<file path="src/rtl/iter_frame_buffer.sv">
module iter_frame_buffer #(
  parameter int DATA_W         = 16,
  parameter int PIXELS         = 16,
  parameter int ITER_W         = 8,
  parameter int DEFAULT_PASSES = 10
) (
  input  logic              clk,
  input  logic              rst_n,
  input  logic              in_valid,
  input  logic [DATA_W-1:0] in_data,
  output logic              in_ready,
  input  logic [ITER_W-1:0] passes_cfg,
  output logic              out_valid,
  output logic [DATA_W-1:0] out_data,
  output logic              out_fresh,
  output logic              frame_done
);
  localparam int AW = (PIXELS > 2) ? $clog2(PIXELS) : 1;
  localparam logic [AW-1:0] LAST_ADDR = AW'(PIXELS - 1);
  localparam logic [ITER_W-1:0] DEF_CNT = ITER_W'(DEFAULT_PASSES);

  logic [DATA_W-1:0] mem [PIXELS];
  logic              replay_q;
  logic [AW-1:0]     addr_q;
  logic [ITER_W-1:0] pass_q, total_q;

  wire take    = in_valid && !replay_q;
  wire last_px = (addr_q == LAST_ADDR);
  wire [ITER_W-1:0] cfg_eff   = (passes_cfg == '0) ? DEF_CNT : passes_cfg;
  wire [ITER_W-1:0] total_now = (addr_q == '0) ? cfg_eff : total_q;
  wire more_passes = (total_now > ITER_W'(1));
  wire frame_end = replay_q ? (last_px && pass_q == total_q)
                            : (take && last_px && !more_passes);

  assign in_ready = !replay_q;

  always_ff @(posedge clk)
    if (take) mem[addr_q] <= in_data;

  always_ff @(posedge clk)
    if (take)          out_data <= in_data;
    else if (replay_q) out_data <= mem[addr_q];

  always_ff @(posedge clk) begin
    if (!rst_n) begin
      replay_q   <= 1'b0;
      addr_q     <= '0;
      pass_q     <= ITER_W'(1);
      total_q    <= ITER_W'(1);
      out_valid  <= 1'b0;
      out_fresh  <= 1'b0;
      frame_done <= 1'b0;
    end else begin
      out_valid  <= take || replay_q;
      out_fresh  <= take;
      frame_done <= frame_end;
      if (take) begin
        if (addr_q == '0) total_q <= cfg_eff;
        if (last_px) begin
          addr_q <= '0;
          if (more_passes) begin
            replay_q <= 1'b1;
            pass_q   <= ITER_W'(2);
          end
        end else begin
          addr_q <= addr_q + AW'(1);
        end
      end else if (replay_q) begin
        if (last_px) begin
          addr_q <= '0;
          if (pass_q == total_q) replay_q <= 1'b0;
          else                   pass_q   <= pass_q + ITER_W'(1);
        end else begin
          addr_q <= addr_q + AW'(1);
        end
      end
    end
  end
endmodule

</file>
<file path="config.mk">
export PLATFORM = sky130hd
export DESIGN_NAME = iter_frame_buffer
export DESIGN_NICKNAME = d
export VERILOG_FILES = /design/src/rtl/iter_frame_buffer.sv
export SDC_FILE = /design/constraint.sdc
export NUM_CORES = 1
export LEC_CHECK = 0
export ABC_AREA = 1
export BUFFER_PORTS_ARGS = -buffer_cell sky130_fd_sc_hd__buf_4
export CAP_MARGIN = 20
export CORE_MARGIN = 8
export CORE_UTILIZATION = 45
export CTS_CLUSTER_SIZE = 8
export DETAILED_ROUTE_END_ITERATION = 10
export SLEW_MARGIN = 10
export SYNTH_ARGS = -nofsm -noshare
export SYNTH_HDL_FRONTEND = slang
export SYNTH_SLANG_ARGS = --single-unit
</file>
<file path="constraint.sdc">
create_clock -name clk -period 3.5 [get_ports clk]
set_input_delay 0.175 -clock clk [delete_from_list [all_inputs] [get_ports clk]]
set_output_delay 0.175 -clock clk [all_outputs]
set_load 0.03 [all_outputs]
</file>
==> results of run 1 <==
per-layer routing:
layer	vias up	track usage, %	routed length, um
li1	3719	-	-
met1	3801	27.1	13300
met2	266	29.5	13600
met3	52	3.43	2140
met4	0	5.79	698
met5	-	0	0
worst max-delay path: cells and delay by family, from the launching register on:
family	cells	cell delay [ns]
flip-flops	1	0.57
adder cells (fa/ha/maj)	1	0.25
AND/OR/NAND/NOR	5	0.96
buffers and inverters	2	0.42
AO/OA/AOI/OAI	1	0.06
area by class of cell:
class / instances / area, um^2
flip-flops and latches: 296 / 8650
fillers: 2202 / 12000
multi-input cells: 593 / 2870
clock inverters: 2 / 32.5
clock buffers: 57 / 1130
inverters: 41 / 155
repair buffers: 95 / 756
well taps: 335 / 419
synthesized netlist by cell type (all sizes together):
cell,n
nand4,1
edfxtp,272
clkbuf,41
a21oi,33
o211ai,4
buf,14
a211oi,1
a41oi,16
nand2,107
nand3,16
nor2,195
xor2,3
ha,5
or2,1
o21ai,142
inv,41
nand3b,1
nor3b,3
dfxtp,24
xnor2,2
o22ai,59
nor3,4
power breakdown:
part           switching [mW]  internal, mW  leakage [nW]
registers              0.0466          3.96          2.66
logic                   0.521         0.240          1.58
clock network            1.41          2.21         0.560
layout by cell type (no fill, tap or decap), types with 2 or more instances in the layout:
cell and n:
nor2_1 175, o21ai_0 139, o211ai_1 4, xnor2_1 2
nor3_1 4, nand2_1 104, nor3b_1 3, clkbuf_1 14
dlygate4sd3_1 17, inv_1 38, clkinv_8 2, a21oi_1 32
o21ai_1 3, a41oi_1 16, nand2_2 2, o22ai_1 59
ha_1 5, nor2_2 20, xor2_1 3, buf_4 78
dfxtp_1 22, clkbuf_16 43, nand3_1 16, edfxtp_1 272
final timing paths:
path | start | to | slack (ns)
setup / recovery | addr_q[0] | pass_q[2] | 1.10
hold / removal | in_data[2] | mem[1][2] | 0.001
setup reg to reg | addr_q[0] | pass_q[2] | 1.10
hold reg to reg | total_q[2] | total_q[2] | 0.51
registers in the layout, summed over array words and instances (netlist names):
signal      cells
pass_q          8
out_valid       1
out_fresh       1
replay_q        1
addr_q          4
out_data       16
frame_done      1
total_q         8
mem           256
what timing repair did:
action,CTS,global route
hold buffers,17,0
endpoints found under the setup margin,0,0
endpoints found under the hold margin,220,0
stage by stage:
step | setup slack [ns] | util [%] | cell area, um^2 | instances
finish | 1.10 | 53.9 | 14000 | 1419
global placement | 1.18 | 48.8 | 12700 | 1343
global route | 0.850 | 53.9 | 14000 | 1419
CTS | 1.11 | 53.9 | 14000 | 1419
detailed placement | 1.12 | 48.8 | 12700 | 1343
floorplan | 0.950 | - | 11900 | 985
cells by family after synthesis:
| kind of cell | synth area share, % |
|---|---|
| AO/OA/AOI/OAI | 12.0 |
| flip-flops | 72.9 |
| adder cells (fa/ha/maj) | 0.527 |
| buffers and inverters | 3.23 |
| AND/OR/NAND/NOR | 10.9 |
| XOR/XNOR | 0.369 |
==> run summary, run 1 <==
Clock Sink Count = 296
Antenna-violating nets left = 0
Latest clock arrival within the worst-skew pair = 0.53 ns
Setup violators final = 0
Ports = 47
Antenna diode count = 0
Total wire length = 29700 um
Yosys top cell by area = edfxtp_1
Fmax = 0.416 GHz
Number of global-route vias before repair = 7691
GRT Total Usage = 19.1%
Final hold vios = 0
Die area = 31800 um^2
Layout area overhead = 18.2%
Synth Register Bits = 296
Total CTS buffers = 42
FP Rows = 59
Tcrit/Tclk final = 68.6%
Crit Path Max Fanout = 31
Initial DRC count = 658
Die X = 178 um
CP most frequent cell = nand2_1
Rel. slew slack = 50.5%
Yosys cell types = 30
HP Class = in -> reg
Share of cells above drive strength 1 = 14.0%
CTS tree = yes
Worst VDD drop = 0.366 mV
Period minus WS final = 2.40 ns
Vias = 7838
Mapped cell area = 11900 um^2
PwrDens = 598 nW/um^2
H-tree Lvls = 2
Max_cap viols = 0
Worst slew pin tran = 0.741 ns
Clock tree buffer depth = 3
Required @ worst endpoint = 3.88 ns
I/O Buffers = 46
Final Max Slew Viols = 0
Root buffer cell = clkbuf_16
CP max-delay cell = dfxtp_4
First-pass GRT wire length = 46300 um
# DRC = 0
WHS = 0.00106 ns
Power Total = 8.39 mW
Startpoint Class = register
Die height = 178 um
Wirelength per Cell = 20.9 um
TritonRoute pass-1 iters = 5
DR vias/cell = 5.52
Outcome = complete, no violations
Worst-path clk slew = 0.05 ns
Crit end category = register
Critical path class = reg -> reg
R2R depth = 9
CTS resizes = 0
WP data arrival = 2.78 ns
Syn Inst Count = 985
Post-CTS Setup Repair Bufs = 0
Mean Syn Cell Area = 12.0 um^2
Synth top area share = 68.9%
Worst Hold Path Cells = 1
DP HPWL = 17800 um
Sequential area share after synthesis = 72.9%
RePlAce Congestion = 0.800
Remaining Overflow, GRT = 0
Largest net degree at the start of global routing = 64
Nets = 1101
Synth top area cells = edfxtp_1 69%, nor2_1 6.1%, o21ai_0 5.9%
Initial antenna violation count = 0
Core Box Area = 26000 um^2
CP peak stage delay = 0.57 ns
Initial Util = 45.6%
Synth warn = 0
Syn_nets = 1017
Sum of negative setup slack = 0 ns
P_leak = 4.81 nW
CP Cell Sequence = buf_4 -> ha_1 -> inv_1 -> nor2_1 -> nand2_1 -> nor2_2 -> nand2_4 -> nand2_1 -> a21oi_1
RSZ-0062 raised after global routing = false
Clk_skew = 0.0191 ns
Note: power is estimated with default switching activity, not from simulation.
==> inputs of run 2 (changes only) <==
- clock period: 3.5 -> 2 ns (I/O delays scaled with it)
==> run summary, run 2 (same netlist as run 1, synthesis figures left out) <==
Number of global-route vias before repair = 8008 (was 7691)
Biggest regs = mem (256), out_data (16) (unchanged)
Largest Register = mem (unchanged)
Post-Layout Cell Count = 1445 (was 1419)
Die height = 178 um (unchanged)
Latest clock arrival within the worst-skew pair = 0.52 ns (was 0.53 ns)
Worst VDD drop = 0.630 mV (was 0.366 mV)
Initial DRC count = 702 (was 658)
DR vias/cell = 5.60 (was 5.52)
Outcome = complete, no violations (unchanged)
Die X = 178 um (unchanged)
WHS = 0.0378 ns (was 0.00106 ns)
Final hold vios = 0 (unchanged)
Met2 Wirelength = 13900 um (was 13600 um)
Worst slew pin tran = 0.476 ns (was 0.741 ns)
# DRC = 0 (unchanged)
Most frequent cells in the layout = 272 x edfxtp_1, 175 x nor2_1, 139 x o21ai_0, 104 x nand2_1, 78 x buf_4 (unchanged)
Rel. slew slack = 68.2% (was 50.5%)
Required @ worst endpoint = 2.21 ns (was 3.88 ns)
Initial Util = 45.6% (unchanged)
Antenna-violating nets left = 0 (unchanged)
Clk_skew = 0.0187 ns (was 0.0191 ns)
First-pass GRT wire length = 46800 um (was 46300 um)
Critical path class = reg -> reg (unchanged)
Largest net degree at the start of global routing = 68 (was 64)
Metal1 wirelength = 13300 um (about the same)
RSZ-0062 raised after global routing = false (unchanged)
Crit Path Max Fanout = 63 (was 31)
Period minus WS final = 1.87 ns (was 2.40 ns)
Power Total = 14.7 mW (was 8.39 mW)
DP HPWL = 18300 um (was 17800 um)
Wirelength per Cell = 21.0 um (was 20.9 um)
Clock tree buffer depth = 3 (unchanged)
Setup violators final = 0 (unchanged)
Tcrit/Tclk final = 93.6% (was 68.6%)
Startpoint Class = register (unchanged)
Antenna diode count = 0 (unchanged)
Remaining Overflow, GRT = 0 (unchanged)
Ports = 47 (unchanged)
H-tree Lvls = 2 (unchanged)
Total CTS buffers = 42 (unchanged)
P_leak = 5.03 nW (was 4.81 nW)
Layout area overhead = 23.0% (was 18.2%)
Crit end category = register (unchanged)
Final Max Slew Viols = 0 (unchanged)
Share of cells above drive strength 1 = 15.7% (was 14.0%)
WP data arrival = 2.08 ns (was 2.78 ns)
Inst Count DP = 1364 (was 1343)
Vias = 8096 (was 7838)
GRT Total Usage = 19.3% (was 19.1%)
FP Rows = 59 (unchanged)
Core Box Area = 26000 um^2 (unchanged)
Worst-path clk slew = 0.05 ns (about the same)
Uppermost layer routed = met4 (unchanged)
RePlAce Congestion = 0.816 (was 0.800)
Core Util, Final = 56.1% (was 53.9%)
Max reg flops = 256 (unchanged)
CTS tree = yes (unchanged)
Clock Sink Count = 296 (unchanged)
PwrDens = 1000 nW/um^2 (was 598 nW/um^2)
Initial antenna violation count = 0 (unchanged)
Reg-to-Reg Start = addr_q[0] (unchanged)
CP startpoint = addr_q[0] (unchanged)
Metal3 WL = 2380 um (was 2140 um)
Fmax = 0.534 GHz (was 0.416 GHz)
Die area = 31800 um^2 (unchanged)
Total wire length = 30300 um (was 29700 um)
Root buffer cell = clkbuf_16 (unchanged)
I/O Buffers = 46 (unchanged)
Hold Path Origin = in_valid (was in_data[2])
TritonRoute pass-1 iters = 5 (unchanged)
Post-CTS Setup Repair Bufs = 0 (unchanged)
Max_cap viols = 0 (unchanged)
HP Class = in -> reg (unchanged)
Nets = 1129 (was 1101)
Most common cell after layout, fill and taps aside = edfxtp_1 (unchanged)
==> run 2: changes by cell type in the layout (fill, tap and decap cells not counted), moves of 2 or more <==
cell           before  now
buf_12              0   21
dlygate4sd3_1      17   24
nand2_2             2    0
nand2_4             1    3
nor2_2             20    4
nor2_4              0   16
==> run 2: area by class of cell <==
| type | instances | area, um^2 |
|---|---|---|
| multi-input cells | 593 | 2970 |
| fillers | 2185 | 11400 |
| clock buffers | 55 | 1100 |
| flip-flops and latches | 296 | 8650 |
| repair buffers | 123 | 1250 |
| inverters | 41 | 155 |
| clock inverters | 2 | 36.3 |
| well taps | 335 | 419 |
==> run 2: timing repair <==
item | in CTS | in global routing
hold buffers | 24 | 0
endpoints found under the hold margin | 268 | 0
setup endpoints to repair | 0 | 6
gates resized for setup | 0 | 3
==> run 2: stage by stage <==
step / setup WS, ns / TNS, ns / area [um^2]
2_1_floorplan: -0.0748 / -1.20 / 12000
3_3_place_gp: 0.134 / 0 / 13200
3_5_place_dp: 0.115 / 0 / 13200
4_1_cts: 0.106 / 0 / 14600
5_1_grt: 0.00151 / 0 / 14600
6_report: 0.128 / 0 / 14600
==> run 2: final timing paths <==
kind	endpoint	slack, ns	cells after the start
min	addr_q[1]	0.04	4
max	mem[2][15]	0.13	6
min reg2reg	total_q[2]	0.50	2
max reg2reg	mem[2][15]	0.13	6
==> run 2: power by group <==
group          switching (mW)  leakage, nW  internal (mW)
Sequential             0.0661         2.66           6.93
Clock                    2.41        0.550           3.79
Combinational           0.960         1.81          0.492
==> run 2: worst max-delay path, cell delays in order (launching register included) <==
cell and delay (ns):
dfxtp_4 0.37, clkinv_2 0.11, buf_12 0.27, ha_1 0.19
nand2_1 0.21, nor2_4 0.16, buf_4 0.22
==> run 2: per-layer routing <==
| metal | track usage [%] | vias up |
|---|---|---|
| met5 | 0 | - |
| met4 | 5.92 | 0 |
| met3 | 3.92 | 65 |
| met2 | 30.3 | 329 |
| met1 | 26.6 | 3929 |
| li1 | - | 3773 |
